==> src/rtl/cfgmul_pkg.sv <==
package cfgmul_pkg;

    localparam int HALF_W = 8;
    localparam int WORD_W = 2 * HALF_W;
    localparam int PROD_W = 2 * WORD_W;
    localparam int EXT_W  = HALF_W + 1;
    localparam int SUB_W  = 2 * EXT_W;
    localparam int N_SUB  = 4;
    localparam int MODE_W = 3;

    typedef enum logic [1:0] {
        SHAPE_TWIN   = 2'b00,
        SHAPE_WIDE_R = 2'b01,
        SHAPE_BYTE   = 2'b10,
        SHAPE_WIDE   = 2'b11
    } shape_e;

    typedef struct packed {
        shape_e shape;
        logic   full;
    } mode_t;

    typedef struct packed {
        logic signed [EXT_W-1:0] x;
        logic signed [EXT_W-1:0] y;
        logic                    en;
    } sub_op_t;

    typedef struct packed {
        logic a_lz;
        logic a_hz;
        logic b_lz;
        logic b_hz;
        logic sign;
        logic shut;
    } zinfo_t;

    function automatic logic is_wide(shape_e s);
        return (s == SHAPE_WIDE) || (s == SHAPE_WIDE_R);
    endfunction

    function automatic logic signed [EXT_W-1:0] widen(logic [HALF_W-1:0] v, logic sext);
        return {sext & v[HALF_W-1], v};
    endfunction

endpackage

==> src/rtl/cfgmul_sbg.sv <==
module cfgmul_sbg
    import cfgmul_pkg::*;
(
    input  logic [WORD_W-1:0] a,
    input  logic [WORD_W-1:0] b,
    input  shape_e            shape,
    output zinfo_t            info
);

    always_comb begin
        info.a_lz = (a[HALF_W-1:0] == '0);
        info.a_hz = (a[WORD_W-1:HALF_W] == '0);
        info.b_lz = (b[HALF_W-1:0] == '0);
        info.b_hz = (b[WORD_W-1:HALF_W] == '0);
        if (is_wide(shape)) begin
            info.shut = (info.a_lz & info.a_hz) | (info.b_lz & info.b_hz);
            info.sign = a[WORD_W-1] ^ b[WORD_W-1];
        end else if (shape == SHAPE_BYTE) begin
            info.shut = info.a_lz | info.b_lz;
            info.sign = a[HALF_W-1] ^ b[HALF_W-1];
        end else begin
            info.shut = (info.a_lz | info.b_lz) & (info.a_hz | info.b_hz);
            info.sign = (a[WORD_W-1] ^ b[WORD_W-1]) & ~(info.a_hz | info.b_hz);
        end
    end

endmodule

==> src/rtl/cfgmul_sub.sv <==
module cfgmul_sub
    import cfgmul_pkg::*;
(
    input  sub_op_t                 op,
    output logic signed [SUB_W-1:0] p
);

    always_comb begin
        if (op.en) p = op.x * op.y;
        else       p = '0;
    end

endmodule

==> src/rtl/cfg_mult16.sv <==
module cfg_mult16
    import cfgmul_pkg::*;
(
    input  logic              clk,
    input  logic              rst,
    input  logic [WORD_W-1:0] a_in,
    input  logic [WORD_W-1:0] b_in,
    input  logic [MODE_W-1:0] mode_in,
    output logic [PROD_W-1:0] prod_q
);

    mode_t             mode_raw;
    zinfo_t            zin;
    logic [WORD_W-1:0] a_q, b_q;
    mode_t             mode_q;
    logic              zero_q;
    logic              sign_q;

    assign mode_raw = mode_t'(mode_in);

    cfgmul_sbg u_sbg (
        .a     (a_in),
        .b     (b_in),
        .shape (mode_raw.shape),
        .info  (zin)
    );

    // Stage 1: operand registers, frozen on shutdown
    always_ff @(posedge clk) begin
        if (rst) begin
            a_q    <= '0;
            b_q    <= '0;
            mode_q <= '{shape: SHAPE_WIDE, full: 1'b1};
            zero_q <= 1'b1;
            sign_q <= 1'b0;
        end else if (zin.shut) begin
            zero_q <= 1'b1;
            sign_q <= 1'b0;
        end else begin
            a_q    <= a_in;
            b_q    <= b_in;
            mode_q <= mode_raw;
            zero_q <= 1'b0;
            sign_q <= zin.sign;
        end
    end

    // Sub-product array: index bit 1 picks the A byte, bit 0 the B byte
    logic signed [SUB_W-1:0] sub_p [N_SUB];
    logic                    wide_q;

    assign wide_q = is_wide(mode_q.shape);

    for (genvar i = 0; i < N_SUB; i++) begin : g_sub
        sub_op_t op;
        always_comb begin
            logic [HALF_W-1:0] ab, bb;
            ab    = (i[1]) ? a_q[WORD_W-1:HALF_W] : a_q[HALF_W-1:0];
            bb    = (i[0]) ? b_q[WORD_W-1:HALF_W] : b_q[HALF_W-1:0];
            op.x  = widen(ab, wide_q ? i[1] : 1'b1);
            op.y  = widen(bb, wide_q ? i[0] : 1'b1);
            op.en = wide_q || (i == 0) ||
                    ((i == N_SUB-1) && (mode_q.shape == SHAPE_TWIN));
        end
        cfgmul_sub u_sub (.op(op), .p(sub_p[i]));
    end

    // Combine and truncate
    logic signed [PROD_W-1:0] wide_sum;
    logic        [PROD_W-1:0] raw, keep;

    always_comb begin
        wide_sum = (PROD_W'(sub_p[3]) <<< WORD_W)
                 + (PROD_W'(sub_p[2]) <<< HALF_W)
                 + (PROD_W'(sub_p[1]) <<< HALF_W)
                 +  PROD_W'(sub_p[0]);
        keep = '1;
        if (wide_q) begin
            raw = wide_sum;
            if (!mode_q.full) keep[WORD_W-1:0] = '0;
        end else if (mode_q.shape == SHAPE_BYTE) begin
            raw = PROD_W'(sub_p[0]);
            if (!mode_q.full) keep[HALF_W-1:0] = '0;
        end else begin
            raw = {sub_p[3][WORD_W-1:0], sub_p[0][WORD_W-1:0]};
            if (!mode_q.full) begin
                keep[HALF_W-1:0]               = '0;
                keep[WORD_W+HALF_W-1:WORD_W]   = '0;
            end
        end
    end

    // Stage 2: product register
    always_ff @(posedge clk) begin
        if (rst)         prod_q <= '0;
        else if (zero_q) prod_q <= '0;
        else             prod_q <= raw & keep;
    end

    p_shut_hold_r8: assert property (@(posedge clk) disable iff (rst)
        zin.shut |=> zero_q);

    p_shut_clear_r8: assert property (@(posedge clk) disable iff (rst)
        zero_q |=> (prod_q == '0));

    p_sign_match_r3: assert property (@(posedge clk) disable iff (rst)
        !zero_q |=> (prod_q[PROD_W-1] == $past(sign_q)));

    p_unused_zero_r9: assert property (@(posedge clk) disable iff (rst)
        !wide_q |-> (sub_p[1] == '0 && sub_p[2] == '0));

    p_trunc_low_r6: assert property (@(posedge clk) disable iff (rst)
        (!zero_q && !mode_q.full) |=> (prod_q[HALF_W-1:0] == '0));

endmodule

==> config.mk <==
export PLATFORM = sky130hd
export DESIGN_NAME = cfg_mult16
export DESIGN_NICKNAME = d
export VERILOG_FILES = /design/src/rtl/cfgmul_pkg.sv /design/src/rtl/cfgmul_sbg.sv /design/src/rtl/cfgmul_sub.sv /design/src/rtl/cfg_mult16.sv
export SDC_FILE = /design/constraint.sdc
export NUM_CORES = 1
export LEC_CHECK = 0
export BUFFER_PORTS_ARGS = -buffer_cell sky130_fd_sc_hd__buf_2
export CAP_MARGIN = 20
export CORE_MARGIN = 4
export CORE_UTILIZATION = 55
export DETAILED_ROUTE_END_ITERATION = 6
export PLACE_DENSITY = 0.76
export SYNTH_ARGS = -nofsm -noshare
export SYNTH_HDL_FRONTEND = slang
export SYNTH_SLANG_ARGS = --single-unit
==> constraint.sdc <==
create_clock -name clk -period 12.9 [get_ports clk]
set_input_delay 0.645 -clock clk [delete_from_list [all_inputs] [get_ports clk]]
set_output_delay 0.645 -clock clk [all_outputs]
set_load 0.01 [all_outputs]
==> implementation parameters <==
Parameter                              Value

Status
  Status ... completed

Yosys
  Most common flop cell mapped by yosys ... dfxtp_1
  Share of flip-flops with an asynchronous set or reset after synthesis ... 0
  Number of register bits inferred by synthesis ... 68
  Number of standard cells after synthesis ... 1,753
  Synthesized netlist net count ... between 2,000 and 2,500
  Area of the mapped netlist ... 15,420 sq um
  Distinct cells, synth ... 60
  Yosys warning total ... 0
  Number of synthesized flops with an enable pin ... 0
  Syn avg cell area ... between 8 and 9 sq um
  Sequential element share of the synthesized area ... 0.08825

Die
  Die Area ... 30,790 sq um
  Area of the core ... around 28,000 sq um
  X dimension of the die ... roughly 180 um
  I/O pin count ... 69
  Floorplan die height ... 175.5 um
  Initial cell density of the core ... 0.5567
  Number of core rows ... 61

Routing
  Met1 wire length ... 15.91 mm
  DR top layer ... met4
  First DRT Iteration DRCs ... 930
  Met2 Wirelength ... 16.42 mm
  Drc violations ... 0
  Total wire length ... 35.94 mm
  Detailed Routing Iterations Pass 1 ... 5
  Post-DR wirelength/cell ... 16.68 um
  Detailed-routed wire length on met3 ... 2.692 mm
  Vias after detailed routing ... 11,680
  Vias per cell ... 5.420
  Post-route ant nets ... 0

Pwr
  Leakage ... 8.557 nW
  Clock network fraction of design power ... 0.178
  Gate power share ... 0.616
  Internal power of the cells ... 718.7 uW
  Power density cells ... 82.50 nW/um^2
  Sequential share of power ... 0.206
  Total power consumption of the routed design ... 1.345 mW
  Switching Fraction ... 0.4656
  Worst vdd rail ir drop ... a little over 60 uV
  Sw power ... 626.2 uW

Clock network
  Total number of H-tree levels ... 3
  Reg clk slew, reported paths ... 60 ps
  Post-CTS Resized ... 0
  CTS hold repair buffers ... 0
  Clock Latency Late Sink ... 340 ps
  Number of sinks driven by the clock tree ... 68
  Root Buffer ... clkbuf_16
  Number of buffers created by CTS ... 9
  CTS tree ... built
  Buffers from clock root to sink, at most ... 2
  Post-CTS setup buffers ... 0

Critical path
  Kind of capture point of the worst setup path ... flip-flop
  Crit-path most repeated cell ... fa_1
  RR Startpoint ... a_q[7]$_SDFFE_PP0N_
  Number of cells traversed by the worst register-to-register path ... 30
  Endpoint required time on the critical path ... 13,130 ps
  Delay of the slowest cell on the worst path ... 740 ps
  Startpoint type of the worst setup path ... flip-flop
  Data arrival time of the critical path ... 9680 ps
  Worst reg-to-reg setup slack ... 3450 ps
  CP max-delay cell ... nor2b_1
  Worst R2R End ... prod_q[31]$_SDFF_PP0_
  Startpoint-to-endpoint class of the critical path ... reg2reg
  Maximum fanout encountered on the critical timing path ... 19

GRT
  Overall global routing resource usage ... 0.2431
  Total global routing overflow ... 0
  Pin count of the biggest net entering global routing ... 47
  Vias in the first global route ... 12,450
  Antenna violations before repair ... 0
  Global-route wire length before repair ... 60.89 mm

Min path
  Class of the worst hold path ... in2reg
  Worst hold path endpoint ... mode_q[0]$_SDFFE_PP1N_
  Hold path startpoint ... mode_in[0]
  Worst hold path stage count ... 2

Timing
  Post-route minimum period ... between 9000 and 10,000 ps
  Number of hold violations in the final report ... 0
  Worst Hold Margin ... 514.7 ps
  Worst setup slack after layout ... roughly 3500 ps
  Finish-stage setup viols ... 0
  Final clock skew ... 11.68 ps
  Worst-case headroom to the max-slew limit ... 0.3450
  Final Cycle Share ... 0.7325
  Max Slew Vio Count ... 0
  Transition time at the pin with the least slew margin ... 978.9 ps
  RSZ-0062 raised after global routing ... false
  Upper clock frequency limit ... 105.8 MHz
  Setup tns final ... 0 ps

Place
  Port Buf Inserts ... just under 70
  Detailed placer's ending HPWL ... 28.72 mm
  Global placer's final weighted congestion ... about 0.89
  Pre-CTS setup slack ... 3562 ps

Cells and area
  Fraction of layout instances using a drive strength above 1 ... 0.05909
  Synth-to-layout area growth ... 5.686%
  Share of the core filled with cells ... 0.5884
  Antenna cells ... 0
  # nets final ... 2,249

Flow run
  Max_cap viols ... 0
## kinds of logic (layout without fill, tap and decap cells)
family | after synthesis | count (layout) | share of synthesized area
AO/OA/AOI/OAI | 181 | 181 | 0.07860
XOR/XNOR | 79 | 79 | 0.04607
adder cells (fa/ha/maj) | 438 | 438 | 0.4916
buffers and inverters | 431 | 455 | 0.1061
flip-flops | 68 | 68 | 0.08825
multiplexers | 34 | 34 | 0.02214
AND/OR/NAND/NOR | 522 | 522 | 0.1673
## through the flow
stage          instance area [sq um]  std cells
2_1_floorplan                  15420       1753
3_3_place_gp                   16010       2140
3_5_place_dp                   16010       2140
4_1_cts                        16280       2154
5_1_grt                        16300       2155
6_report                       16300       2155
## critical path: cells and delay by family, from the launching register on
family / cells / cell delay, ps
adder cells (fa/ha/maj): 9 / 4200
buffers and inverters: 5 / 650
AND/OR/NAND/NOR: 3 / 1300
flip-flops: 1 / 660
XOR/XNOR: 2 / 710
AO/OA/AOI/OAI: 11 / 1820
## layout make-up
class | count | area (sq um)
multi-input cells | 1254 | 12430
clock buffers | 12 | 266.5
repair buffers | 71 | 375.4
flip-flops and latches | 68 | 1361
clock inverters | 2 | 10.01
fillers | 2426 | 11400
inverters | 370 | 1389
well taps | 378 | 473.0
## placed cells by master, fill, tap and decap left out, types with 4 or more instances in the layout
cell type and count:
a211oi_1 11, a21o_1 17, a21oi_1 48, a31oi_1 11, a41oi_1 4, and2_1 159
and3_1 5, buf_2 68, clkbuf_16 9, dfxtp_1 68, fa_1 280, ha_1 158
inv_1 368, mux2i_1 33, nand2_1 144, nand2b_1 26, nand3_1 10, nor2_1 121
nor2b_1 9, nor3_1 20, nor4_1 10, o211ai_1 4, o21a_1 10, o21ai_0 36
o21bai_1 7, or2_2 5, or3_1 6, xnor2_1 47, xor2_1 31
## per-layer routing
| layer | global-route usage | vias up |
|---|---|---|
| li1 | - | 5432 |
| met1 | 0.3409 | 5780 |
| met2 | 0.3974 | 410 |
| met3 | 0.04046 | 58 |
| met4 | 0.06205 | 0 |
| met5 | 0 | - |
## synth_stat cells (3+ instances only)
| cell type | count | area, sq um |
|---|---|---|
| a2111o_1 | 3 | 33.78 |
| a211oi_1 | 11 | 82.58 |
| a21o_1 | 17 | 127.6 |
| a21oi_1 | 48 | 240.2 |
| a221oi_1 | 3 | 26.28 |
| a22oi_1 | 3 | 22.52 |
| a31oi_1 | 11 | 68.82 |
| a41oi_1 | 4 | 35.03 |
| and2_1 | 159 | 994.7 |
| and3_1 | 5 | 31.28 |
| clkbuf_1 | 54 | 202.7 |
| dfxtp_1 | 68 | 1361 |
| fa_1 | 280 | 5605 |
| ha_1 | 158 | 1977 |
| inv_1 | 368 | 1381 |
| mux2i_1 | 33 | 330.3 |
| nand2_1 | 144 | 540.5 |
| nand2b_1 | 26 | 162.7 |
| nand3_1 | 10 | 50.05 |
| nor2_1 | 121 | 454.2 |
| nor2b_1 | 9 | 56.30 |
| nor3_1 | 20 | 100.1 |
| nor3b_1 | 3 | 22.52 |
| nor4_1 | 10 | 62.56 |
| o211ai_1 | 4 | 30.03 |
| o21a_1 | 10 | 75.07 |
| o21ai_0 | 36 | 180.2 |
| o21bai_1 | 7 | 52.55 |
| o31ai_1 | 3 | 22.52 |
| or2_2 | 4 | 25.02 |
| or3_1 | 6 | 37.54 |
| xnor2_1 | 47 | 411.6 |
| xor2_1 | 31 | 271.5 |
## power groups by stage
stage | logic [mW] | registers (mW) | clock network [mW]
global placement | 0.781 | 0.279 | 0
global route | 0.939 | 0.282 | 0.252
floorplan | 0.639 | 0.257 | 0
CTS | 0.822 | 0.275 | 0.240
finish | 0.829 | 0.277 | 0.239
detailed placement | 0.811 | 0.280 | 0
## how the worst max path moves through the flow
stage / startpoint / end / cells past startpoint
6_report: a_q[7]$_SDFFE_PP0N_ / prod_q[31]$_SDFF_PP0_ / 30
4_1_cts: a_q[7]$_SDFFE_PP0N_ / prod_q[31]$_SDFF_PP0_ / 30
3_5_place_dp: a_q[7]$_SDFFE_PP0N_ / prod_q[31]$_SDFF_PP0_ / 30
3_3_place_gp: a_q[7]$_SDFFE_PP0N_ / prod_q[31]$_SDFF_PP0_ / 30
2_1_floorplan: a_q[7]$_SDFFE_PP0N_ / prod_q[31]$_SDFF_PP0_ / 33
5_1_grt: a_q[7]$_SDFFE_PP0N_ / prod_q[31]$_SDFF_PP0_ / 29
## sequential cells by signal (all words and copies together), names as in the netlist
| signal | count |
|---|---|
| zero_q | 1 |
| b_q | 16 |
| mode_q | 3 |
| prod_q | 32 |
| a_q | 16 |
Note: power is estimated with default switching activity, not from simulation.
